### config.mk
export PLATFORM = sky130hd
export DESIGN_NAME = rx_char_fifo
export DESIGN_NICKNAME = d
export VERILOG_FILES = /design/src/rtl/rx_fifo_pkg.sv /design/src/rtl/rx_fifo_store.sv /design/src/rtl/rx_fifo_level.sv /design/src/rtl/rx_fifo_ovr.sv /design/src/rtl/rx_char_fifo.sv
export SDC_FILE = /design/constraint.sdc
export NUM_CORES = 1
export LEC_CHECK = 0
export BUFFER_PORTS_ARGS = -buffer_cell sky130_fd_sc_hd__buf_4
export CAP_MARGIN = 20
export CORE_ASPECT_RATIO = 2
export CORE_MARGIN = 4
export CORE_UTILIZATION = 36
export DETAILED_ROUTE_END_ITERATION = 8
export SLEW_MARGIN = 20
export SYNTH_ARGS = -nofsm -noshare
export SYNTH_HDL_FRONTEND = slang
export SYNTH_SLANG_ARGS = --single-unit
### constraint.sdc
create_clock -name clk_i -period 3 [get_ports clk_i]
set_input_delay 0.15 -clock clk_i [delete_from_list [all_inputs] [get_ports clk_i]]
set_output_delay 0.15 -clock clk_i [all_outputs]
set_load 0.005 [all_outputs]
### src/rtl/rx_fifo_pkg.sv
package rx_fifo_pkg;
  typedef struct packed {
    logic       brk;
    logic       par;
    logic       frm;
    logic [7:0] data;
  } rx_entry_t;

  typedef enum logic [1:0] {
    TRIG_1  = 2'd0,
    TRIG_4  = 2'd1,
    TRIG_8  = 2'd2,
    TRIG_14 = 2'd3
  } trig_sel_e;
endpackage

### src/rtl/rx_fifo_store.sv
module rx_fifo_store
  import rx_fifo_pkg::*;
#(
  parameter int DEPTH = 16
) (
  input  logic      clk_i,
  input  logic      rst_ni,
  input  logic      wr_en_i,
  input  rx_entry_t wr_entry_i,
  input  logic      rd_en_i,
  output rx_entry_t rd_entry_o
);
  localparam int AW = $clog2(DEPTH);

  rx_entry_t      mem_q [DEPTH];
  logic [AW-1:0]  wr_ptr_q, rd_ptr_q;

  always_ff @(posedge clk_i or negedge rst_ni) begin
    if (!rst_ni) begin
      wr_ptr_q <= '0;
      rd_ptr_q <= '0;
    end else begin
      if (wr_en_i) wr_ptr_q <= wr_ptr_q + 1'b1;
      if (rd_en_i) rd_ptr_q <= rd_ptr_q + 1'b1;
    end
  end

  always_ff @(posedge clk_i) begin
    if (wr_en_i) mem_q[wr_ptr_q] <= wr_entry_i;
  end

  assign rd_entry_o = mem_q[rd_ptr_q];
endmodule

### src/rtl/rx_fifo_level.sv
module rx_fifo_level
  import rx_fifo_pkg::*;
#(
  parameter int DEPTH = 16,
  localparam int CW = $clog2(DEPTH) + 1
) (
  input  logic          clk_i,
  input  logic          rst_ni,
  input  logic          inc_i,
  input  logic          dec_i,
  input  logic [1:0]    trig_sel_i,
  output logic [CW-1:0] level_o,
  output logic          empty_o,
  output logic          full_o,
  output logic          irq_o
);
  localparam logic [CW-1:0] FULL_LVL = CW'(DEPTH);

  logic [CW-1:0] cnt_q, thr;

  always_ff @(posedge clk_i or negedge rst_ni) begin
    if (!rst_ni)               cnt_q <= '0;
    else if (inc_i && !dec_i)  cnt_q <= cnt_q + 1'b1;
    else if (dec_i && !inc_i)  cnt_q <= cnt_q - 1'b1;
  end

  always_comb begin
    unique case (trig_sel_e'(trig_sel_i))
      TRIG_1:  thr = CW'(1);
      TRIG_4:  thr = CW'(4);
      TRIG_8:  thr = CW'(8);
      default: thr = CW'(14);
    endcase
  end

  assign level_o = cnt_q;
  assign empty_o = (cnt_q == '0);
  assign full_o  = (cnt_q == FULL_LVL);
  assign irq_o   = (cnt_q >= thr);
endmodule

### src/rtl/rx_fifo_ovr.sv
module rx_fifo_ovr (
  input  logic clk_i,
  input  logic rst_ni,
  input  logic set_i,
  input  logic clr_i,
  output logic flag_o
);
  logic flag_q;

  // set wins over clear
  always_ff @(posedge clk_i or negedge rst_ni) begin
    if (!rst_ni)    flag_q <= 1'b0;
    else if (set_i) flag_q <= 1'b1;
    else if (clr_i) flag_q <= 1'b0;
  end

  assign flag_o = flag_q;
endmodule

### src/rtl/rx_char_fifo.sv
module rx_char_fifo
  import rx_fifo_pkg::*;
#(
  parameter int DEPTH = 16,
  localparam int CW = $clog2(DEPTH) + 1
) (
  input  logic          clk_i,
  input  logic          rst_ni,
  input  logic          push_i,
  input  logic [7:0]    push_data_i,
  input  logic          push_frame_err_i,
  input  logic          push_parity_err_i,
  input  logic          push_break_i,
  input  logic          pop_i,
  input  logic [1:0]    trig_sel_i,
  input  logic          ovr_clr_i,
  output logic [7:0]    rd_data_o,
  output logic          rd_frame_err_o,
  output logic          rd_parity_err_o,
  output logic          rd_break_o,
  output logic          data_avail_o,
  output logic [CW-1:0] level_o,
  output logic          irq_o,
  output logic          overrun_o
);
  logic      empty, full, rd_en, wr_en, ovr_set;
  rx_entry_t wr_entry, rd_entry;

  assign rd_en   = pop_i && !empty;
  assign wr_en   = push_i && (!full || rd_en);
  assign ovr_set = push_i && full && !rd_en;

  assign wr_entry = '{brk: push_break_i, par: push_parity_err_i,
                      frm: push_frame_err_i, data: push_data_i};

  rx_fifo_store #(.DEPTH(DEPTH)) u_store (
    .clk_i, .rst_ni,
    .wr_en_i(wr_en), .wr_entry_i(wr_entry),
    .rd_en_i(rd_en), .rd_entry_o(rd_entry)
  );

  rx_fifo_level #(.DEPTH(DEPTH)) u_level (
    .clk_i, .rst_ni,
    .inc_i(wr_en), .dec_i(rd_en), .trig_sel_i,
    .level_o, .empty_o(empty), .full_o(full), .irq_o
  );

  rx_fifo_ovr u_ovr (
    .clk_i, .rst_ni,
    .set_i(ovr_set), .clr_i(ovr_clr_i), .flag_o(overrun_o)
  );

  assign rd_data_o       = rd_entry.data;
  assign rd_frame_err_o  = rd_entry.frm;
  assign rd_parity_err_o = rd_entry.par;
  assign rd_break_o      = rd_entry.brk;
  assign data_avail_o    = !empty;
endmodule

==> results.md, run 1 <==
* Vias at 3897
* Flops & latches, synth at 190
* Post-CTS setup buffer count at 0
* Clock sink count at 190
* CTS max path bufs at 2
* Fin Hold WS at 0.0236 ns
* VDD IR max at 501 uV
* Adder-cell share of the synthesized area at 2.37%
* CP startpoint kind: register
* Rel. slew slack at 46.2%
* Initial antenna violation count at 0
* Most common library cells after synthesis: edfxtp_1 (176), mux2i_1 (45), a221oi_1 (22), mux4_2 (22), nand2_1 (17)
* EDFF count, synth at 176
* Post-synthesis xor/xnor area fraction at 1.13%
* Htree depth at 4
* Warning count from the yosys run at 0
* Syn Area/Cell at 18.2 um2
* Die outline width at 112 um
* Final net count at 508
* Synth Area in Simple Gates at 3.05%
* Max layer used: met4
* Gr ovfl total at 0
* Setup violations, final at 0
* Max frequency at 0.352 GHz
* Slowest CP cell: or4_4
* Max-slew violations at 0
* Die height at 215 um
* Data arrival, critical path at 3.20 ns
* Final wirelength at 15800 um
* Vias in the first global route at 4188
* RSZ-0062 raised after global routing: false
* Die ar. at 24000 um2
* Post-synthesis mux area share at 12.6%
* Post-synth top area share at 68.4%
* Antenna Violating Nets Remaining at 0
* Worst min path class: primary input to register
* Register area share after synthesis at 73.0%
* Crit-path max cell delay at 0.57 ns
* CP Max Fanout at 6
* Period utilization at 94.7%
* I/O pin count at 37
* Setup_tns at 0 ns
* Synth Cell Area at 7720 um2
* CP dominant cell by count: inv_1
* WL per Instance at 20.8 um
* M1 WL at 5690 um
* Syn Inst Count at 424
* First-pass GRT wire length at 24900 um
* Prevailing post-synth register cell: edfxtp_1
* Async SR Flop Fraction at 7.37%
* Synth area leaders: edfxtp_1 (68%), mux4_2 (6.4%), mux2i_1 (5.8%)
* Status: completed
* Worst setup path class: register to register
* Number of diodes at 0
* Synth cell types at 38
* Max-cap viol count at 0
* Routability cong. at 0.773
* Clk_lat worst skew at 0.43 ns
* Vias per cell at 5.14
* Clock transition at path regs at 0.07 ns
* WP data required at 3.36 ns
* GRT Overall Usage at 13.9%
* Crit-path cells: or4_4 > o21a_4 > inv_1 > ha_1 > inv_1 > fa_1 > a21o_1 > a21oi_1 > mux2i_1 > xnor2_1
* Num rows at 75
* Worst-margin pin slew at 0.800 ns
* Area delta synth->final at 16.7%
* CTS tree: yes
* Cell taking the most area after synthesis: edfxtp_1
* Final hold vios at 0
* Routed met2 length at 9340 um
* Leak at 3.14 nW
* CP endpoint kind: register
* Starting Density at 36.7%
* Initial DRC count at 217
* Largest family of logic cells by synthesized area: multiplexers
* HPWL Detailed at 10800 um
* Post-layout min period at 2.84 ns
* Clock root buffer: clkbuf_16
* Met3 Routed Length at 490 um
* Core Box Area at 21000 um2
* Largest net degree at the start of global routing at 34
* Synth Area in Compound Gates at 5.64%
* Share of cells above drive strength 1 at 24.7%
* Syn Nets at 456
* Pre-Repair DR Iteration Count at 5
* Clk_skew at 0.00792 ns
* PortBufs at 36
* PD cells at 942 nW/um2
* Detailed-route DRC error count at 0
* Cts bufs inserted at 17
* Count leader, synth: edfxtp_1
-- registers in the layout, indices dropped and copies added (netlist names) --
signal / count
u_store.mem_q: 176
u_level.level_o: 5
u_store.wr_ptr_q: 4
u_store.rd_ptr_q: 4
u_ovr.flag_o: 1
-- placed cells by master, fill, tap and decap left out, drive strengths merged, types with 2 or more instances in the layout --
| master | instances |
|---|---|
| a21o | 4 |
| a21oi | 2 |
| a221oi | 22 |
| a22oi | 11 |
| and2 | 5 |
| buf | 53 |
| bufinv | 3 |
| clkbuf | 21 |
| clkinv | 4 |
| clkinvlp | 4 |
| dfrtp | 14 |
| dlygate4sd3 | 2 |
| edfxtp | 176 |
| ha | 13 |
| inv | 15 |
| mux2 | 2 |
| mux2i | 45 |
| mux4 | 22 |
| nand2 | 17 |
| nand2b | 2 |
| nand3 | 2 |
| nor2 | 11 |
| nor4 | 4 |
| o21ai | 15 |
| xnor2 | 8 |
| xor2 | 2 |
-- metrics by stage --
stage                     util (%)  worst slack [ns]  instances  area (um2)  power [mW]
after floorplan                  -             0.313        424        7720        5.29
after global placement        39.9             0.206        724        8400        6.30
after detailed placement      39.9             0.148        724        8400        6.36
after CTS                     42.8             0.118        758        9000        8.58
after global routing          42.9            0.0123        758        9010        8.94
final                         42.9             0.158        758        9010        8.49
-- routing by layer --
layer	up-vias	GRT usage (%)
met2	84	26.5
met3	15	2.90
met1	2003	14.8
met5	-	0
li1	1795	-
met4	0	5.03
-- report_power, final --
part	internal [mW]	total [mW]	switching [mW]
Clock	1.30	2.22	0.918
Sequential	3.25	3.59	0.341
Combinational	1.30	2.68	1.38
-- area by class of cell --
cell class / instances / area (um2)
fill: 1876 / 12000
sequential: 190 / 5640
multi-input combinational: 197 / 1950
timing repair buffer: 55 / 443
clock buffer: 21 / 440
tap: 269 / 337
clock inverter: 11 / 143
inverter: 15 / 58.8
-- worst paths after layout --
path,from,end,slack (ns),cells past startpoint
max,u_level.level_o[0]$_DFFE_PN0P_,u_level.level_o[4]$_DFFE_PN0P_,0.16,10
min,push_i,u_ovr.flag_o$_DFFE_PN0P_,0.02,3
max reg2reg,u_level.level_o[0]$_DFFE_PN0P_,u_level.level_o[4]$_DFFE_PN0P_,0.16,10
min reg2reg,u_level.level_o[0]$_DFFE_PN0P_,u_level.level_o[0]$_DFFE_PN0P_,0.55,1
max in group asynchronous,rst_ni,u_store.rd_ptr_q[0]$_DFFE_PN0P_,2.69,2
min in group asynchronous,rst_ni,u_level.level_o[3]$_DFFE_PN0P_,0.11,2
-- cell families after synthesis --
family,count (synthesis)
flip-flops,190
multiplexers,69
AO/OA/AOI/OAI,57
AND/OR/NAND/NOR,47
buffers and inverters,37
adder cells (fa/ha/maj),14
XOR/XNOR,10
-- critical path, delay by kind of cell, from the launching register on --
kind	cells	cell delay, ns
flops	1	0.46
compound gates	3	0.61
buf+inv	2	0.17
mux	1	0.24
simple gates	1	0.57
xor+xnor	1	0.13
fa+ha+maj	2	0.58
-- repair_timing --
| item | in CTS | in global routing |
|---|---|---|
| setup endpoints to repair | 0 | 1 |
| hold buffers | 2 | 0 |
| hold endpoints to repair | 15 | 0 |
| resized for setup | 0 | 1 |
Power figures use the tool's default switching activity.
==> run 2: changes to the inputs <==
==> constraint.sdc (replaced) <==
create_clock -name clk_i -period 3 [get_ports clk_i]
set_input_delay 0.9 -clock clk_i [delete_from_list [all_inputs] [get_ports clk_i]]
set_output_delay 0.9 -clock clk_i [all_outputs]
set_load 0.005 [all_outputs]
==> results.md, run 2 (synthesis results as in run 1) <==
* I/O pin count at 37 (unchanged)
* Antenna Violating Nets Remaining at 0 (unchanged)
* Crit-path cells: buf_8 > buf_12 > buf_12 > mux2i_1 > a221oi_4 > o21ai_1 > nand2_2 > buf_6
* PortBufs at 36 (unchanged)
* Sw power at 2.99 mW (+13%)
* Final wirelength at 17000 um (+7.4%)
* CP Buf/Inv Count at 4 (+2)
* CTS max path bufs at 2 (unchanged)
* Vias per cell at 5.16 (+0.44%)
* Gate power share at 42.2% (+11 points)
* Share of cells above drive strength 1 at 36.0% (+11 points)
* Gr ovfl total at 0 (unchanged)
* Worst setup path class: register to output port
* Final setup margin at -0.114 ns (-0.271 ns)
* Worst-margin pin slew at 0.801 ns (+0.00135 ns)
* Core Box Area at 21000 um2 (unchanged)
* RSZ-0062 raised after global routing: true
* VDD IR max at 598 uV (+19%)
* PD cells at 965 nW/um2 (+2.5%)
* Slowest CP cell: dfrtp_4
* CP startpoint kind: register
* Max reg flops at 176 (unchanged)
* Placed cells at 742 (+2.5%)
* Switch share at 32.1% (+1.0 points)
* Period utilization at 104% (+9.0 points)
* Fin Hold WS at 0.315 ns (+0.291 ns)
* First-pass GRT wire length at 25800 um (+3.6%)
* Num rows at 75 (unchanged)
* Setup_tns at -0.606 ns (-0.606 ns)
* CP dominant cell by count: buf_12
* Vias in the first global route at 4528 (+8.1%)
* Post-layout min period at 3.11 ns (+0.271 ns)
* Leak at 3.44 nW (+9.7%)
* Max-slew violations at 0 (unchanged)
* Hold buffers post-CTS at 0 (-2)
* Largest net degree at the start of global routing at 26 (-24%)
* Final hold vios at 0 (unchanged)
* Cts bufs inserted at 17 (unchanged)
* Routability cong. at 0.785 (+1.6%)
* Status: complete, but fails checks
* Most frequent cells in the layout: edfxtp_1 (176), buf_4 (65), mux2i_1 (43)
* Top delay family on crit path: buffers and inverters
* Failing checks: setup timing
* Area delta synth->final at 25.1%
* Detailed-route DRC error count at 0 (unchanged)
* Initial DRC count at 215 (-0.92%)
* Clk_skew at 0.00701 ns (-0.000918 ns)
* Max-cap viol count at 0 (unchanged)
* Die height at 215 um (unchanged)
* Commonest non-fill, non-tap cell in the layout: edfxtp_1
* CTS tree: yes
* Top reg by flops: u_store.mem_q
* Data arrival, critical path at 2.21 ns (-0.99 ns)
* Worst min path class: primary input to async pin
* Htree depth at 4 (unchanged)
* Number of diodes at 0 (unchanged)
* WP data required at 2.10 ns (-1.26 ns)
* Die outline width at 112 um (unchanged)
* Starting Density at 36.7% (unchanged)
* Rel. slew slack at 46.1% (-0.090 points)
* Non-filler instance count after layout at 794 (+4.7%)
* CP Max Fanout at 8 (+2)
* Pre-Repair DR Iteration Count at 4 (-1)
* Clock transition at path regs at 0.06 ns (about the same)
* Pint at 6.33 mW (+8.2%)
* Setup violations, final at 12 (+12)
* Flop pwr share at 36.7% (-5.6 points)
* Vias at 4100 (+5.2%)
* Crit-path max cell delay at 0.49 ns (-0.08 ns)
* Clock power share at 21.1% (-5.1 points)
* Initial antenna violation count at 0 (unchanged)
* WL per Instance at 21.4 um (+2.5%)
* Clk_lat worst skew at 0.43 ns (about the same)
* HPWL Detailed at 11300 um (+4.5%)
* Tot Pwr at 9.32 mW (+9.8%)
* CP endpoint kind: output port
* Die ar. at 24000 um2 (unchanged)
* Max frequency at 0.321 GHz (-8.7%)
* Clock root buffer: clkbuf_16
* Final net count at 544 (+7.1%)
* GRT Overall Usage at 14.3% (+0.46 points)
* Clock sink count at 190 (unchanged)
run 2: cell count changes in the layout (fill, tap and decap cells not counted), moves of 7 or more:
cell / previous run / this run
o21ai_1: 0 / 7
buf_12: 2 / 11
buf_6: 0 / 10
o21ai_0: 14 / 7
a221oi_1: 22 / 1
buf_4: 51 / 65
a221oi_2: 0 / 19
run 2: metrics by stage:
| step | setup WS [ns] | utilization, % | instance area, um2 |
|---|---|---|---|
| floorplan | 0.152 | - | 7720 |
| finish | -0.114 | 45.9 | 9660 |
| global route | -0.154 | 45.9 | 9660 |
| detailed placement | -0.203 | 40.7 | 8560 |
| CTS | -0.0711 | 45.1 | 9490 |
| global placement | -0.111 | 40.7 | 8560 |
run 2: path summary, 6_finish.rpt:
kind,from,end,slack [ns],cells after the start
max in group asynchronous,rst_ni,u_store.rd_ptr_q[0]$_DFFE_PN0P_,2.48,1
setup reg to reg,u_level.level_o[1]$_DFFE_PN0P_,u_level.level_o[4]$_DFFE_PN0P_,0.18,10
hold reg to reg,u_ovr.flag_o$_DFFE_PN0P_,u_ovr.flag_o$_DFFE_PN0P_,0.56,2
min in group clk_i,u_ovr.flag_o$_DFFE_PN0P_,u_ovr.flag_o$_DFFE_PN0P_,0.56,2
setup / recovery,u_store.rd_ptr_q[0]$_DFFE_PN0P_,rd_data_o[3],-0.11,8
hold / removal,rst_ni,u_ovr.flag_o$_DFFE_PN0P_,0.31,1
run 2: what timing repair did:
item | CTS | global route
pin swaps | 9 | 26
cloned | 1 | 2
resized for setup | 55 | 20
endpoints found under the setup margin | 12 | 13
setup buffers | 10 | 7
run 2: final cells by class:
cell class	count	area (um2)
clock inverter	7	42.5
fill	1855	11400
inverter	15	58.8
timing repair buffer	91	933
clock buffer	25	465
tap	269	337
multi-input combinational	197	2180
sequential	190	5640
run 2: metal layers:
metal | track usage (%) | up-vias | wire length [um] | share of wire, %
li1 | - | 1863 | - | -
met5 | 0 | - | 0 | 0
met1 | 14.2 | 2141 | 6080 | 36
met4 | 5.85 | 0 | 402 | 2.4
met2 | 28.2 | 67 | 10100 | 59
met3 | 2.96 | 29 | 426 | 2.5
run 2: power groups by stage:
stage	Sequential (mW)	Combinational [mW]	Clock [mW]
detailed placement	3.50	3.00	0
global route	3.45	4.20	2.11
CTS	3.45	3.65	2.01
global placement	3.47	2.92	0
finish	3.42	3.93	1.97
floorplan	3.41	1.88	0
